File: src/rtl/frame_ser_pkg.sv
package frame_ser_pkg;

  typedef enum logic [2:0] {
    FS_IDLE,
    FS_START,
    FS_DATA,
    FS_PAR,
    FS_STOP1,
    FS_STOP2
  } fs_state_e;

  typedef enum logic [1:0] {
    PM_NONE = 2'd0,
    PM_RSVD = 2'd1,
    PM_EVEN = 2'd2,
    PM_ODD  = 2'd3
  } par_mode_e;

  // Data length from the 3-bit length code; unlisted codes fall back to 8
  function automatic logic [3:0] len_from_code(input logic [2:0] code);
    case (code)
      3'd0:    len_from_code = 4'd5;
      3'd1:    len_from_code = 4'd6;
      3'd2:    len_from_code = 4'd7;
      3'd3:    len_from_code = 4'd8;
      3'd7:    len_from_code = 4'd9;
      default: len_from_code = 4'd8;
    endcase
  endfunction

endpackage

File: src/rtl/fser_bit_strobe.sv
module fser_bit_strobe #(
  parameter int SYNC_STAGES = 2
) (
  input  logic clk,
  input  logic rst,
  input  logic sync_mode_i,
  input  logic pol_i,
  input  logic baud_tick_i,
  input  logic shift_clk_i,
  output logic adv_o
);

  logic [SYNC_STAGES-1:0] sync_q;
  logic                   last_q;
  logic                   cur;
  logic                   rise;
  logic                   fall;
  logic                   sel_edge;

  always_ff @(posedge clk) begin
    if (rst) begin
      sync_q <= '0;
      last_q <= 1'b0;
    end else begin
      sync_q[0] <= shift_clk_i;
      for (int i = 1; i < SYNC_STAGES; i++) begin
        sync_q[i] <= sync_q[i-1];
      end
      last_q <= sync_q[SYNC_STAGES-1];
    end
  end

  assign cur      = sync_q[SYNC_STAGES-1];
  assign rise     = cur & ~last_q;
  assign fall     = ~cur & last_q;
  assign sel_edge = pol_i ? fall : rise;
  assign adv_o    = sync_mode_i ? sel_edge : baud_tick_i;

endmodule

File: src/rtl/fser_fmt_decode.sv
module fser_fmt_decode
  import frame_ser_pkg::*;
#(
  parameter int DATA_W = 9,
  localparam int CW = $clog2(DATA_W + 1)
) (
  input  logic [DATA_W-1:0] data_i,
  input  logic [2:0]        len_code_i,
  input  logic [1:0]        par_code_i,
  output logic [CW-1:0]     n_bits_o,
  output logic              par_en_o,
  output logic              par_bit_o
);

  logic [3:0]        raw_len;
  logic [DATA_W-1:0] mask;

  assign raw_len = len_from_code(len_code_i);

  always_comb begin
    if (32'(raw_len) > DATA_W) n_bits_o = CW'(DATA_W);
    else                       n_bits_o = CW'(raw_len);
  end

  generate
    for (genvar g = 0; g < DATA_W; g++) begin : g_mask
      assign mask[g] = (32'(n_bits_o) > g);
    end
  endgenerate

  assign par_en_o  = (par_code_i == PM_EVEN) || (par_code_i == PM_ODD);
  assign par_bit_o = (^(data_i & mask)) ^ (par_code_i == PM_ODD);

endmodule

File: src/rtl/fser_sequencer.sv
module fser_sequencer
  import frame_ser_pkg::*;
#(
  parameter int DATA_W = 9,
  localparam int CW = $clog2(DATA_W + 1)
) (
  input  logic              clk,
  input  logic              rst,
  input  logic              adv_i,
  input  logic              valid_i,
  input  logic [DATA_W-1:0] data_i,
  input  logic              two_stop_i,
  input  logic [CW-1:0]     n_bits_i,
  input  logic              par_en_i,
  input  logic              par_bit_i,
  output logic [DATA_W-1:0] hold_o,
  output logic              ready_o,
  output logic              line_o,
  output logic              done_o
);

  fs_state_e         st_q;
  logic [DATA_W-1:0] sh_q;
  logic [DATA_W-1:0] hold_q;
  logic [CW-1:0]     cnt_q;
  logic              par_en_q;
  logic              par_bit_q;
  logic              two_q;
  logic              line_q;
  logic              done_q;
  logic              pend_q;

  logic final_stop;
  logic open_slot;
  logic do_launch;

  assign final_stop = (st_q == FS_STOP2) || ((st_q == FS_STOP1) && !two_q);
  assign open_slot  = (st_q == FS_IDLE) || final_stop;
  assign ready_o    = open_slot && !pend_q;
  assign do_launch  = adv_i && open_slot && pend_q;

  always_ff @(posedge clk) begin
    if (rst) begin
      st_q      <= FS_IDLE;
      sh_q      <= '0;
      hold_q    <= '0;
      cnt_q     <= '0;
      par_en_q  <= 1'b0;
      par_bit_q <= 1'b0;
      two_q     <= 1'b0;
      line_q    <= 1'b1;
      done_q    <= 1'b0;
      pend_q    <= 1'b0;
    end else begin
      done_q <= adv_i && final_stop;
      if (valid_i && ready_o) begin
        pend_q <= 1'b1;
        hold_q <= data_i;
      end
      if (do_launch) begin
        st_q      <= FS_START;
        line_q    <= 1'b0;
        sh_q      <= hold_q;
        cnt_q     <= n_bits_i;
        par_en_q  <= par_en_i;
        par_bit_q <= par_bit_i;
        two_q     <= two_stop_i;
        pend_q    <= 1'b0;
      end else if (adv_i) begin
        case (st_q)
          FS_START: begin
            line_q <= sh_q[0];
            sh_q   <= sh_q >> 1;
            cnt_q  <= cnt_q - 1'b1;
            st_q   <= FS_DATA;
          end
          FS_DATA: begin
            if (cnt_q != '0) begin
              line_q <= sh_q[0];
              sh_q   <= sh_q >> 1;
              cnt_q  <= cnt_q - 1'b1;
            end else if (par_en_q) begin
              line_q <= par_bit_q;
              st_q   <= FS_PAR;
            end else begin
              line_q <= 1'b1;
              st_q   <= FS_STOP1;
            end
          end
          FS_PAR: begin
            line_q <= 1'b1;
            st_q   <= FS_STOP1;
          end
          FS_STOP1: begin
            line_q <= 1'b1;
            st_q   <= two_q ? FS_STOP2 : FS_IDLE;
          end
          FS_STOP2: begin
            line_q <= 1'b1;
            st_q   <= FS_IDLE;
          end
          default: begin
            line_q <= 1'b1;
            st_q   <= FS_IDLE;
          end
        endcase
      end
    end
  end

  assign hold_o = hold_q;
  assign line_o = line_q;
  assign done_o = done_q;

endmodule

File: src/rtl/frame_serializer.sv
module frame_serializer #(
  parameter int DATA_W      = 9,
  parameter int SYNC_STAGES = 2,
  localparam int CW = $clog2(DATA_W + 1)
) (
  input  logic              clk,
  input  logic              rst,
  input  logic              sync_mode_i,
  input  logic              clk_pol_i,
  input  logic              baud_tick_i,
  input  logic              shift_clk_i,
  input  logic [2:0]        len_code_i,
  input  logic [1:0]        par_code_i,
  input  logic              two_stop_i,
  input  logic [DATA_W-1:0] tx_data_i,
  input  logic              tx_valid_i,
  output logic              tx_ready_o,
  output logic              line_o,
  output logic              frame_done_o
);

  logic              bit_adv;
  logic [DATA_W-1:0] hold_data;
  logic [CW-1:0]     n_bits;
  logic              par_en;
  logic              par_bit;

  fser_bit_strobe #(.SYNC_STAGES(SYNC_STAGES)) u_strobe (
    .clk         (clk),
    .rst         (rst),
    .sync_mode_i (sync_mode_i),
    .pol_i       (clk_pol_i),
    .baud_tick_i (baud_tick_i),
    .shift_clk_i (shift_clk_i),
    .adv_o       (bit_adv)
  );

  fser_fmt_decode #(.DATA_W(DATA_W)) u_decode (
    .data_i     (hold_data),
    .len_code_i (len_code_i),
    .par_code_i (par_code_i),
    .n_bits_o   (n_bits),
    .par_en_o   (par_en),
    .par_bit_o  (par_bit)
  );

  fser_sequencer #(.DATA_W(DATA_W)) u_seq (
    .clk        (clk),
    .rst        (rst),
    .adv_i      (bit_adv),
    .valid_i    (tx_valid_i),
    .data_i     (tx_data_i),
    .two_stop_i (two_stop_i),
    .n_bits_i   (n_bits),
    .par_en_i   (par_en),
    .par_bit_i  (par_bit),
    .hold_o     (hold_data),
    .ready_o    (tx_ready_o),
    .line_o     (line_o),
    .done_o     (frame_done_o)
  );

endmodule

File: config.mk
export PLATFORM = sky130hd
export DESIGN_NAME = frame_serializer
export DESIGN_NICKNAME = d
export VERILOG_FILES = /design/src/rtl/frame_ser_pkg.sv /design/src/rtl/fser_bit_strobe.sv /design/src/rtl/fser_fmt_decode.sv /design/src/rtl/fser_sequencer.sv /design/src/rtl/frame_serializer.sv
export SDC_FILE = /design/constraint.sdc
export NUM_CORES = 1
export LEC_CHECK = 0
export ABC_AREA = 1
export BUFFER_PORTS_ARGS = -buffer_cell sky130_fd_sc_hd__buf_2
export CAP_MARGIN = 5
export CORE_MARGIN = 2
export CORE_UTILIZATION = 40
export CTS_CLUSTER_DIAMETER = 100
export DETAILED_ROUTE_END_ITERATION = 8
export MAX_ROUTING_LAYER = met4
export PLACE_DENSITY = 0.69
export SKIP_CTS_REPAIR_TIMING = 1
export SLEW_MARGIN = 20
export SYNTH_ARGS = -nofsm -noshare
export SYNTH_HDL_FRONTEND = slang
export SYNTH_HIERARCHICAL = 1
export SYNTH_SLANG_ARGS = --single-unit
export TNS_END_PERCENT = 50
File: constraint.sdc
create_clock -name clk -period 3.26 [get_ports clk]
set_clock_uncertainty 0.15 [all_clocks]
set_input_delay 0.652 -clock clk [delete_from_list [all_inputs] [get_ports clk]]
set_output_delay 0.652 -clock clk [all_outputs]
set_load 0.02 [all_outputs]
* After elaboration in Yosys (flattened, before gate mapping)
Cells that the tools add are included.
** Cells by class
- Reductions and logical operators :: 21
- Eq/ne operators :: 13
- Add/subtract/negate cells :: 1
- Mux-type cells :: 23
- Bitwise gates (word level) :: 6
- $lt $le $gt $ge :: 10
** Operators by type and width (number)
- 9-bit 2-to-1 mux :: 3
- 9-bit one-hot mux with 2 select lines :: 1
- 4-bit by 3-bit greater-than comparator with 1-bit output (second input constant) :: 4
- 4-bit 2-to-1 mux :: 4
- 4-bit one-hot mux with 4 select lines :: 1
- 3-bit one-hot mux with 4 select lines :: 1
- 9-bit bitwise AND :: 1
- 3-bit by 2-bit equality test with 1-bit output (second input constant) :: 3
- 3-bit equality test (second input constant) :: 3
- 3-bit 2-to-1 mux :: 3
- 9-bit parity :: 1
- 4-bit by 1-bit greater-than comparator with 1-bit output (second input constant) :: 2
- 4-bit by 2-bit greater-than comparator with 1-bit output (second input constant) :: 2
- 4-bit greater-than comparator (second input constant) :: 2
- 1-bit 2-to-1 mux :: 8
- 4-bit one-hot mux with 2 select lines :: 1
- 3-bit by 1-bit equality test with 1-bit output (second input constant) :: 2
- 1-bit logical AND :: 6
- 3-bit logical NOT :: 2
- 2-bit equality test (second input constant) :: 2
- 2-bit AND reduction :: 2
- 4-bit nonzero test :: 1
- 4-bit by 1-bit subtractor with 4-bit output (second input constant) :: 1
- 1-bit logical OR :: 3
- other kinds (12) :: 15
** Word-level totals
- Word-level logic and storage cells :: 87
- Output and inout port bits :: 3
- Flip-flop bits (word level) :: 34
- Input port bits :: 22

* Longest topological paths before layout
Gate-level depths: netlist of the first run.
- Depth in word-level cells :: 8
- Mapped depth :: 13
- Depth with buffers taken out :: 13

* By module
Netlist of the first run, hierarchy kept.
** Modules (own cells, without submodules)
- fser_sequencer :: sequential area each 620.6 um^2, times used 1, cells an instance 217, area each 1547.7 um^2
- fser_fmt_decode :: sequential area each 0.0 um^2, times used 1, cells an instance 57, area each 247.7 um^2
- fser_bit_strobe :: sequential area each 60.1 um^2, times used 1, cells an instance 18, area each 118.9 um^2

* Least setup slack after synthesis of the first run
OpenSTA, ideal clock, no wires.
- Path type :: in2reg
- Start point :: input port clk_pol_i
- End point :: register u_seq.cnt_q[1]
- Data required time :: 2978 ps
- Library setup time :: 132 ps
- Stages :: 10
- Setup slack :: 1255 ps
- Buffers on the path :: 2
- Arrival :: 1723 ps
- Path through :: inv_1 > nand3_1 > nand2_1 > nand2_1 > nand2_1 > clkbuf_1 > clkbuf_1 > nand4_1 > nand3_1 > a21oi_1
** Between the ends
- Longest elaborated chain between the ends :: 6
- Elaborated cells between the ends (all ways) :: 9
- Those cells by class :: 1 x eq/ne; 3 x mux; 5 x reduce/logical
** RTL lines
- from (decl) :: RTL line frame_serializer.sv:9 : input logic clk_pol_i,
- 1-bit 2-to-1 mux (*) :: RTL line fser_bit_strobe.sv:36 : assign sel_edge = pol_i ? fall : rise;
- 1-bit 2-to-1 mux (*) :: RTL line fser_bit_strobe.sv:37 : assign adv_o = sync_mode_i ? sel_edge : baud_tick_i;
- named net bit_adv :: RTL line frame_serializer.sv:22 : logic bit_adv;
- 1-bit logical AND (2 in a row) :: RTL line fser_sequencer.sv:40 : assign do_launch = adv_i && open_slot && pend_q;
- 3-bit by 1-bit != test with 1-bit output (no source line) (tied with other cells)
- 3-bit AND reduction (no source line)
- to (signal assigned) :: RTL line fser_sequencer.sv:64 : cnt_q <= n_bits_i;
- to (signal assigned) :: RTL line fser_sequencer.sv:74 : cnt_q <= cnt_q - 1'b1;
- to (signal assigned) :: RTL line fser_sequencer.sv:81 : cnt_q <= cnt_q - 1'b1;
- to (decl) :: RTL line fser_sequencer.sv:25 : logic [CW-1:0] cnt_q;
The timed path passes the listed nets; every way through them passes the cells marked *.
A chain may end at the register's enable or synchronous reset.

* Worst setup path after layout of the first run
- Start point :: input port clk_pol_i
- End point :: register u_seq.sh_q[7]
** Between the ends
- Longest elaborated chain between the ends :: 6
- Elaborated cells between the ends (all ways) :: 9
- Those cells by class :: 1 x eq/ne; 3 x mux; 5 x reduce/logical
** RTL lines
- 1-bit 2-to-1 mux (*) :: RTL line fser_bit_strobe.sv:36
- 1-bit 2-to-1 mux (*) :: RTL line fser_bit_strobe.sv:37
- named net bit_adv :: RTL line frame_serializer.sv:22
- 1-bit logical AND (2 in a row) :: RTL line fser_sequencer.sv:40
- 3-bit by 1-bit != test with 1-bit output (no source line) (tied with other cells)
- 3-bit AND reduction (no source line)
- to (signal assigned) :: RTL line fser_sequencer.sv:63 : sh_q <= hold_q;
- to (signal assigned) :: RTL line fser_sequencer.sv:73 : sh_q <= sh_q >> 1;
- to (signal assigned) :: RTL line fser_sequencer.sv:80 : sh_q <= sh_q >> 1;
- to (decl) :: RTL line fser_sequencer.sv:23 : logic [DATA_W-1:0] sh_q;
Marks and branches as above.

==> results.md, run 1 <==
- Outcome: completed
- Final-report setup violation count: 0
- Top cell type's share of synthesized area: 35.6%
- Setup CP Type: primary input to register
- CP max FO: 22
- Clk buf depth: 2
- Psw: 319 uW
- Syn_nets: 316
- RSZ-0062 raised after global routing: no
- Pint: slightly below 700 uW
- GR Util met1: approximately 23%
- LEAKAGE: 1.03 nW
- Critical Path AT: 2320 ps
- Setup crit end kind: register
- Yosys reg bits: 34
- Cell Pwr Density: between 400 and 500 nW/um^2
- Min-Delay Path Class: register to register
- Most common cell after layout, fill and taps aside: nand2_1
- Layout cells sized above 1: 16.8%
- Final Max Tran Viols: 0
- Net Sw Frac: around a third
- P&R area growth vs syn: 12.1%
- Largest net degree at the start of global routing: 23
- Antenna fix cells: 0
- Mapped Avg Cell Area: 6.56 um^2
- Vias: 1824
- H-tree depth: 2
- Part of the Yosys area used for sequential elements: 35.6%
- RD Place Congestion: between 0.8 and 0.9
- Remaining antenna violation count after routing: 0
- Total GRT Usage: roughly 19%
- Reg-to-Reg Start: u_strobe/sync_q[1]$_SDFF_PP0_
- Fin worst setup slack: 1020 ps
- Clock Power Share: 31.6%
- GR met2 Demand/Resource: roughly 28%
- Post-DP HPWL: between 3 and 4 mm
- Busiest grt layer: met2
- Initial Util: 41.1%
- Ys flop type: dfxtp_1
- Final Power: 1.01 mW
- Met3 usage: 5.39%
- Synth unique cells: 27
- Worst Hold Endpoint: u_strobe/sync_q[1]$_SDFF_PP0_
- Critical path origin: clk_pol_i
- Post-Syn Area: between 1500 and 2000 um^2
- Fin nets: 338
- Gr ovfl total: 0
- Core area: 4660 um^2
- Final TNS setup: 0 ps
- Vias per cell: 4.94
- Crit path required time: 3340 ps
- EDFF count, synth: 0
- Skew-Pair Late Insertion Delay: 290 ps
- Peak supply drop: 0.209 mV
- Start point of the worst hold path: u_strobe/sync_q[0]$_SDFF_PP0_
- Clk root buf: clkbuf_8
- Hold Crit Depth: 2
- Asr flop ratio synth: 0%
- Number of global-route vias before repair: approximately 1.7k
- Worst Reg-to-Reg Cells: 11
- Top cells by area, synth: dfxtp_1 36%, nand2_1 15%, inv_1 9.4%, nand3_1 8.9%, a21oi_1 6.5%
- DRT Wirelength: 4.28 mm
- Pre-Repair DR Iteration Count: 4
- Slew HR: 58.8%
- First-pass GRT wire length: a little over 7 mm
- CTS tree: yes
- Die X: 73.2 um
- Residual DRC: 0
- Crit Reg-Reg Endpoint: u_seq/sh_q[7]$_SDFFE_PP0P_
- Final worst path period need: 2240 ps
- Initial antenna violation count: 0
- Startpoint Class: primary input
- Reg2Reg Setup Slack: 1150 ps
- Largest area contributor in the netlist: dfxtp_1
- CTS buffer count: 5
- Commonest non-fill, non-tap cells in the layout: 79 x nand2_1, 48 x inv_1, 34 x nand3_1, 34 x dfxtp_1, 25 x a21oi_1
- Seq pwr share: between 40% and 50%
- DR WL/cell: 11.6 um
- Num rows: 25
- Pre-CTS setup slack: ~720 ps
- Die area: 5360 um^2
- Clock Sinks: 34
- Input/output buffers: 24
- Post-synthesis instance total: 292
- Final-report hold violation count: 0
- Yosys warns: 6
- Die height: about 73 um
- Initial DRC count: 103
- Fmax: about 450 MHz
- Combinational group share of total power: approximately 22%
- Total of max-cap violations: 0
- Worst slew pin tran: between 600 and 700 ps
- I/O pin cnt: 25
- Clock slew at reported path FFs: 70 ps
- Fin crit share: around 69%
==> cells by family after synthesis <==
| kind of cell | count (synthesis) | synth area share, % |
|---|---|---|
| compound gates | 41 | 11.7 |
| fa+ha+maj | 2 | 1.31 |
| buf+inv | 61 | 12.7 |
| flops | 34 | 35.6 |
| simple gates | 154 | 38.8 |
==> area by class of cell <==
type | count | area [um^2]
Multi-Input combinational cell | 197 | 991
Clock buffer | 7 | 86.3
Tap cell | 54 | 67.6
Sequential cell | 34 | 681
Timing Repair Buffer | 24 | 120
Fill cell | 501 | 2510
Clock inverter | 1 | 5.00
Inverter | 52 | 195
==> worst max-delay path, stage by stage <==
cell and delay, ps:
buf_2 100, inv_1 40, nand3_1 60, nand2_1 60, nand2_1 40, nand2_1 460, nand3_4 310, inv_1 300
nand2_1 90, nand2_1 70, nand2_1 40, nand2_1 90
==> registers in the layout, summed over array words and instances, names as in the netlist <==
signal and cells:
u_strobe/sync_q 2, u_seq/pend_q 1, u_seq/par_bit_q 1, u_seq/par_en_q 1, u_seq/cnt_q 4, u_strobe/last_q 1, u_seq/hold_o 9, u_seq/st_q 3
u_seq/done_o 1, u_seq/sh_q 9, u_seq/line_o 1, u_seq/two_q 1
==> worst max-delay path by stage <==
stage / slack, ps / endpoint
after floorplan: 1260 / u_seq/cnt_q[1]$_SDFFE_PP0P_
after global placement: 800 / u_seq/two_q$_SDFFE_PP0N_
after detailed placement: 720 / u_seq/cnt_q[0]$_SDFFE_PP0P_
after CTS: 1010 / u_seq/sh_q[7]$_SDFFE_PP0P_
after global routing: 870 / u_seq/sh_q[7]$_SDFFE_PP0P_
final: 1020 / u_seq/sh_q[7]$_SDFFE_PP0P_
==> metrics by stage <==
| step | util, % | instance area, um^2 | instances | hold WS, ps |
|---|---|---|---|---|
| floorplan | - | 1910 | 292 | 238 |
| global placement | 44.1 | 2050 | 361 | 247 |
| detailed placement | 44.1 | 2050 | 361 | 250 |
| CTS | 46.0 | 2150 | 369 | 261 |
| global route | 46.0 | 2150 | 369 | 276 |
| finish | 46.0 | 2150 | 369 | 257 |
==> power by group through the flow <==
stage                     Combinational, mW  Sequential, mW  Clock (mW)
after global placement                0.221           0.475           0
after CTS                             0.225           0.466       0.332
after floorplan                       0.176           0.468           0
after global routing                  0.259           0.470       0.353
final                                 0.225           0.467       0.319
after detailed placement              0.224           0.476           0
==> Yosys cell counts (3+ instances only) <==
cell and n:
a21oi_1 25, clkbuf_1 5, dfxtp_1 34, inv_1 48, inv_2 4, nand2_1 79
nand2_2 7, nand3_1 34, nand3_2 3, nand4_1 10, nor2_1 11, o21ai_0 12
==> per-layer routing <==
layer | vias up | wire length, um
li1 | 969 | -
met1 | 792 | 2030
met2 | 55 | 1890
met3 | 8 | 263
met4 | 0 | 99
met5 | - | 0
Power figures use the tool's default switching activity.
==> run 2, diff against run 1 <==
--- a/config.mk
+++ b/config.mk
@@ -5,7 +5,7 @@
 export SDC_FILE = /design/constraint.sdc
 export NUM_CORES = 1
 export LEC_CHECK = 0
-export ABC_AREA = 1
+export ABC_AREA = 0
 export BUFFER_PORTS_ARGS = -buffer_cell sky130_fd_sc_hd__buf_2
 export CAP_MARGIN = 5
 export CORE_MARGIN = 2
@@ -13,7 +13,7 @@
 export CTS_CLUSTER_DIAMETER = 100
 export DETAILED_ROUTE_END_ITERATION = 8
 export MAX_ROUTING_LAYER = met4
-export PLACE_DENSITY = 0.69
+export PLACE_DENSITY = 0.71
 export SKIP_CTS_REPAIR_TIMING = 1
 export SLEW_MARGIN = 20
 export SYNTH_ARGS = -nofsm -noshare
==> constraint.sdc (replaced) <==
create_clock -name clk -period 1.9 [get_ports clk]
set_clock_uncertainty 0.15 [all_clocks]
set_input_delay 0.38 -clock clk [delete_from_list [all_inputs] [get_ports clk]]
set_output_delay 0.38 -clock clk [all_outputs]
set_load 0.02 [all_outputs]
==> run 2 against run 1 <==
  * The flow now finishes with violations (setup timing)
  * First-iteration DRC count down 25%
  * Power up 78%
  * Core utilization up 7.3 points
  * Cell count down 21%
  * Routed wire length down 1.8%
==> results.md, run 2 <==
- Pre-CTS setup slack: -412 ps (was 716 ps)
- Total GRT Usage: 18.0% (was 18.5%)
- Residual DRC: 0 (unchanged)
- Clock Sinks: 34 (unchanged)
- Clock slew at reported path FFs: 60 ps (was 70 ps)
- Input/output buffers: 24 (unchanged)
- Slew HR: 56.4% (was 58.8%)
- Antenna fix cells: 0 (unchanged)
- Part of the Yosys area used for sequential elements: 38.4% (was 35.6%)
- Final Power: 1.80 mW (was 1.01 mW)
- Post-placement cell count: 279 (was 361)
- Fillcell total: 392 (was 501)
- Xor-xnor portion of the synthesized cell area: 6.36% (was 0%)
- Commonest non-fill, non-tap cells in the layout: 31 x dfxtp_1, 25 x nor2_1, 23 x buf_2, 23 x nand2_1, 21 x buf_4 (was 79 x nand2_1, 48 x inv_1, 34 x nand3_1, 34 x dfxtp_1, 25 x a21oi_1)
- Largest family of logic cells by synthesized area: simple AND/OR/NAND/NOR gates (unchanged)
- Gr ovfl total: 0 (unchanged)
- RD Place Congestion: 0.811 (was 0.879)
- Post-Synth Adder-Cell Area: 1.41% (was 1.31%)
- DRT Wirelength: 4.21 mm (was 4.28 mm)
- Syn_nets: 219 (was 316)
- Initial Util: 41.2% (was 41.1%)
- I/O pin cnt: 25 (unchanged)
- H-tree depth: 2 (unchanged)
- Fin worst setup slack: -292 ps (was 1020 ps)
- Clk root buf: clkbuf_8 (unchanged)
- RSZ-0062 raised after global routing: yes (was no)
- Outcome: finished, violations left (was completed)
- Max incr delay on CP: 400 ps (was 460 ps)
- Post-DP HPWL: 2.85 mm (was 3.16 mm)
- Fin util: 53.4% (was 46.0%)
- Critical Path AT: 2250 ps (was 2320 ps)
- Final-report hold violation count: 0 (unchanged)
- Ys flop type: dfxtp_1 (unchanged)
- Largest area contributor in the netlist: dfxtp_1 (unchanged)
- Die area: 4970 um^2 (was 5360 um^2)
- Skew-Pair Late Insertion Delay: 290 ps (about the same)
- Post-Syn Area: 1770 um^2 (was 1910 um^2)
- LEAKAGE: 1.00 nW (was 1.03 nW)
- Die height: 70.5 um (was 73.2 um)
- Clk buf depth: 2 (unchanged)
- Fin nets: 262 (was 338)
- CTS buffer count: 5 (unchanged)
- Remaining antenna violation count after routing: 0 (unchanged)
- DR WL/cell: 14.5 um (was 11.6 um)
- P&R area growth vs syn: 29.5% (was 12.1%)
- Startpoint Class: register (was primary input)
- Crit path required time: 1960 ps (was 3340 ps)
- Final-report setup violation count: 20 (was 0)
- CP cell instances: or3b_4 -> a31oi_4 -> nand2b_1 -> buf_4 -> nor3_4 -> mux2_2 -> o22ai_1 (was buf_2 -> inv_1 -> nand3_1 -> nand2_1 -> nand2_1 -> nand2_1 -> nand3_4 -> inv_1 -> nand2_1 -> nand2_1 -> nand2_1 -> nand2_1)
- Fmax: around 460 MHz
- Synth cell count leaders: 34 x dfxtp_1, 28 x nor2_1, 23 x nand2_1 (was 79 x nand2_1, 48 x inv_1, 34 x dfxtp_1, 34 x nand3_1, 25 x a21oi_1)
- Top cell type's share of synthesized area: 38.4% (was 35.6%)
- Total of max-cap violations: 0 (unchanged)
- Top cells by area, synth: dfxtp_1 38%, mux2i_1 6.8%, nor2_1 5.9%, nand2_1 4.9%, a311oi_1 4.0% (was dfxtp_1 36%, nand2_1 15%, inv_1 9.4%, nand3_1 8.9%, a21oi_1 6.5%)
- Area of the multi-input gates: 1070 um^2 (was 991 um^2)
- Worst slew pin tran: 650 ps (was 616 ps)
- Crit-path slowest cell: or3b_4 (was nand2_1)
- Yosys warns: 6 (unchanged)
- Count leader, synth: dfxtp_1 (was nand2_1)
- WHS: 148 ps (was 257 ps)
- CP max FO: 3 (was 22)
- Synth unique cells: 46 (was 27)
- Die X: 70.5 um (was 73.2 um)
- Most common cell after layout, fill and taps aside: dfxtp_1 (was nand2_1)
- Post-synthesis instance total: 195 (was 292)
- EDFF count, synth: 0 (unchanged)
- Cell Pwr Density: 785 nW/um^2 (was 471 nW/um^2)
- Core area: 4290 um^2 (was 4660 um^2)
- Vias per cell: 5.34 (was 4.94)
- Fraction of the mapped netlist area in simple logic gates: 24.8% (was 38.8%)
- First-pass GRT wire length: 6.95 mm (was 7.28 mm)
- Register area: 684 um^2 (was 681 um^2)
- Final worst path period need: 2190 ps
- Min-Delay Path Class: primary input to register (was register to register)
- Num rows: 24 (was 25)
- Pre-Repair DR Iteration Count: 4 (unchanged)
- Mapped Avg Cell Area: 9.08 um^2 (was 6.56 um^2)
- Setup crit end kind: register (unchanged)
- Initial antenna violation count: 0 (unchanged)
- Final Max Tran Viols: 0 (unchanged)
- Peak supply drop: 0.452 mV (was 0.209 mV)
- CTS tree: yes (unchanged)
- Setup CP Type: register to register (was primary input to register)
- Layout cells sized above 1: 33.9% (was 16.8%)
- Vias: 1554 (was 1824)
- Asr flop ratio synth: 0% (unchanged)
- Crit path max-delay family: simple AND/OR/NAND/NOR gates (unchanged)
- Violated checks: setup timing
- Synth Area in Compound Gates: 15.3% (was 11.7%)
- CP Buf/Inv Count: 1 (was 3)
- Number of global-route vias before repair: 1579 (was 1676)
- Fin crit share: 115%
- Largest net degree at the start of global routing: 27 (was 23)
- Mux cell area share after synthesis: 7.42% (was 0%)
- Yosys reg bits: 34 (unchanged)
- Layout Cells excl Fill: 291 (was 369)
- Initial DRC count: 77 (was 103)
-- run 2: area by class of cell --
type,instances,share of cell area [%]
Multi-Input combinational cell,142,46.6
Sequential cell,34,29.9
Timing Repair Buffer,49,15.7
Clock buffer,7,3.77
Tap cell,52,2.84
Inverter,6,0.983
Clock inverter,1,0.218
-- run 2: worst register-to-register path, delay by kind of cell, from the launching register on --
family / cells / cell delay, ps
multiplexers: 1 / 380
flip-flops: 1 / 320
buffers and inverters: 1 / 170
AO/OA/AOI/OAI: 2 / 370
AND/OR/NAND/NOR: 3 / 720
-- run 2: cells by family after synthesis --
kind of cell               after synthesis
adders and majority gates                2
buffers and inverters                   19
DFF                                     34
muxes                                   13
xor gates and xnor gates                 8
and+or+nand+nor                         85
AOI/OAI and AO/OA                       34
-- run 2: per-layer routing --
layer  track usage [%]  part of all wire (%)
met3              4.27                   4.6
met2              27.7                    46
met4              8.60                   2.7
met1              22.4                    47
met5                 -                     0
-- run 2: path summary, 6_finish.rpt --
check,startpoint,endpoint,slack [ps],cells after the start
setup / recovery,u_strobe/last_q$_SDFF_PP0_,u_seq/cnt_q[1]$_SDFFE_PP0P_,-290,7
hold / removal,shift_clk_i,u_strobe/sync_q[0]$_SDFF_PP0_,150,2
setup reg to reg,u_strobe/last_q$_SDFF_PP0_,u_seq/cnt_q[1]$_SDFFE_PP0P_,-290,7
hold reg to reg,u_strobe/sync_q[0]$_SDFF_PP0_,u_strobe/sync_q[1]$_SDFF_PP0_,290,1
-- run 2: metrics by stage --
step	cell area, um^2	setup TNS, ps
5_1_grt	2290	-5590
6_report	2290	-3960
3_3_place_gp	2070	-5270
4_1_cts	2160	-3460
2_1_floorplan	1800	-4320
3_5_place_dp	2070	-5950
-- run 2: where the power goes --
| group | total [mW] | switching (mW) | internal, mW |
|---|---|---|---|
| clock network | 0.548 | 0.256 | 0.292 |
| registers | 0.811 | 0.0442 | 0.766 |
| logic | 0.442 | 0.206 | 0.236 |
==> run 3, diff against run 2 <==
--- a/config.mk
+++ b/config.mk
@@ -6,14 +6,14 @@
 export NUM_CORES = 1
 export LEC_CHECK = 0
 export ABC_AREA = 0
-export BUFFER_PORTS_ARGS = -buffer_cell sky130_fd_sc_hd__buf_2
+export BUFFER_PORTS_ARGS = -buffer_cell sky130_fd_sc_hd__buf_4
 export CAP_MARGIN = 5
 export CORE_MARGIN = 2
 export CORE_UTILIZATION = 40
 export CTS_CLUSTER_DIAMETER = 100
 export DETAILED_ROUTE_END_ITERATION = 8
-export MAX_ROUTING_LAYER = met4
 export PLACE_DENSITY = 0.71
+export SETUP_SLACK_MARGIN = 0.02
 export SKIP_CTS_REPAIR_TIMING = 1
 export SLEW_MARGIN = 20
 export SYNTH_ARGS = -nofsm -noshare
==> run 3 against run 2 <==
  * The run still ends with setup timing left
  * Routed wire length down 6.6%
  * Global-route usage down 1.7 points
  * Via count down 3.0%
  * Non-clock buffer count down 6
==> results.md, run 3 (synthesis gave the netlist of run 2 again) <==
- Outcome: finished, violations left (unchanged)
- Violated checks: setup timing (unchanged)
- Post-DP HPWL: 2.62 mm (was 2.85 mm)
- Input/output buffers: 24 (unchanged)
- CP max FO: 13 (was 3)
- Most common cell after layout, fill and taps aside: buf_4 (was dfxtp_1)
- Skew-Pair Late Insertion Delay: 280 ps (was 290 ps)
- Initial DRC count: 79 (was 77)
- WHS: 159 ps (was 148 ps)
- LEAKAGE: 0.973 nW (was 1.00 nW)
- Final-report hold violation count: 0 (unchanged)
- Fin crit share: 114% (was 115%)
- Initial Util: 41.2% (unchanged)
- Layout Cells excl Fill: 285 (was 291)
- Final worst path period need: 2160 ps (was 2190 ps)
- H-tree depth: 2 (unchanged)
- Remaining antenna violation count after routing: 0 (unchanged)
- Layout cells sized above 1: 34.8% (was 33.9%)
- Largest net degree at the start of global routing: 33 (was 27)
- Fin util: 53.4% (about the same)
- DR WL/cell: 13.8 um (was 14.5 um)
- CP cell instances: or3b_4 -> a31oi_4 -> inv_2 -> or4_4 -> buf_12 -> a311oi_1 (was or3b_4 -> a31oi_4 -> nand2b_1 -> buf_4 -> nor3_4 -> mux2_2 -> o22ai_1)
- Setup CP Type: register to register (unchanged)
- Fin worst setup slack: -261 ps (was -292 ps)
- Fmax: 463 MHz (was 456 MHz)
- Die X: 70.5 um (unchanged)
- Clock slew at reported path FFs: 70 ps (was 60 ps)
- I/O pin cnt: 25 (unchanged)
- Clock Sinks: 34 (unchanged)
- Num rows: 24 (unchanged)
- Clk root buf: clkbuf_8 (unchanged)
- Total GRT Usage: 16.3% (was 18.0%)
- Dpl cell area: 2090 um^2 (was 2070 um^2)
- Fillcell total: 394 (was 392)
- Core area: 4290 um^2 (unchanged)
- Fin nets: 256 (was 262)
- Crit path max-delay family: simple AND/OR/NAND/NOR gates (unchanged)
- Vias: 1508 (was 1554)
- RSZ-0062 raised after global routing: yes (unchanged)
- Total of max-cap violations: 0 (unchanged)
- Die area: 4970 um^2 (unchanged)
- Vias per cell: 5.29 (was 5.34)
- First-pass GRT wire length: 6.51 mm (was 6.95 mm)
- CTS buffer count: 5 (unchanged)
- DRT Wirelength: 3.93 mm (was 4.21 mm)
- Final-report setup violation count: 21 (was 20)
- Final Max Tran Viols: 0 (unchanged)
- Number of global-route vias before repair: 1465 (was 1579)
- P&R area growth vs syn: 29.5% (about the same)
- Cell Pwr Density: 779 nW/um^2 (was 785 nW/um^2)
- Commonest non-fill, non-tap cells in the layout: 41 x buf_4, 28 x dfxtp_1, 25 x nor2_1 (was 31 x dfxtp_1, 25 x nor2_1, 23 x buf_2, 23 x nand2_1, 21 x buf_4)
- Antenna fix cells: 0 (unchanged)
- Pre-Repair DR Iteration Count: 4 (unchanged)
- RD Place Congestion: 0.813 (was 0.811)
- Peak supply drop: 0.403 mV (was 0.452 mV)
- Residual DRC: 0 (unchanged)
- Gr ovfl total: 0 (unchanged)
- Max incr delay on CP: 480 ps (was 400 ps)
- Min-Delay Path Class: primary input to register (unchanged)
- Crit-path slowest cell: or4_4 (was or3b_4)
- Worst slew pin tran: 396 ps (was 650 ps)
- Initial antenna violation count: 0 (unchanged)
- Clk buf depth: 2 (unchanged)
- Startpoint Class: register (unchanged)
- Final Cell Area: 2290 um^2 (about the same)
- CP Buf/Inv Count: 2 (was 1)
- Critical Path AT: 2190 ps (was 2250 ps)
- Slew HR: 73.4% (was 56.4%)
- Setup crit end kind: register (unchanged)
- Post-placement cell count: 275 (was 279)
- Crit path required time: 1930 ps (was 1960 ps)
- CTS tree: yes (unchanged)
- Die height: 70.5 um (unchanged)
[run 3: area by class of cell]
cell class,count,area (um^2),share of cell area [%]
multi-input cells,142,1070,46.8
flip-flops and latches,34,688,30.0
repair buffers,43,353,15.4
clock buffers,7,86.3,3.76
well taps,52,65.1,2.84
inverters,6,22.5,0.982
clock inverters,1,5.00,0.218
[run 3: path summary, 6_finish.rpt]
check	slack, ps	start	to	cells after the start
max	-260	u_strobe/last_q$_SDFF_PP0_	u_seq/sh_q[3]$_SDFFE_PP0P_	6
min	160	shift_clk_i	u_strobe/sync_q[0]$_SDFF_PP0_	2
max reg2reg	-260	u_strobe/last_q$_SDFF_PP0_	u_seq/sh_q[3]$_SDFFE_PP0P_	6
min reg2reg	290	u_strobe/sync_q[0]$_SDFF_PP0_	u_strobe/sync_q[1]$_SDFF_PP0_	1
[run 3: per-stage QoR]
| stage | setup TNS [ps] | setup WS [ps] | total power, mW |
|---|---|---|---|
| finish | -3860 | -261 | 1.79 |
| global route | -5310 | -301 | 1.88 |
| CTS | -3060 | -223 | 1.76 |
| detailed placement | -5980 | -400 | 1.21 |
| global placement | -5530 | -359 | 1.21 |
| floorplan | -4320 | -291 | 1.08 |
[run 3: per-layer routing]
layer | GRT usage [%] | vias to the layer above | part of all wire, % | routed length [um]
met5 | 0 | - | 0 | 0
met4 | 5.66 | 0 | 1.1 | 44
met3 | 4.84 | 4 | 4.2 | 164
met2 | 26.2 | 34 | 48 | 1890
met1 | 21.0 | 705 | 47 | 1840
li1 | - | 765 | - | -
[run 3: power breakdown]
group,switching (mW),internal [mW]
combinational,0.195,0.236
clock,0.252,0.292
sequential,0.0431,0.767
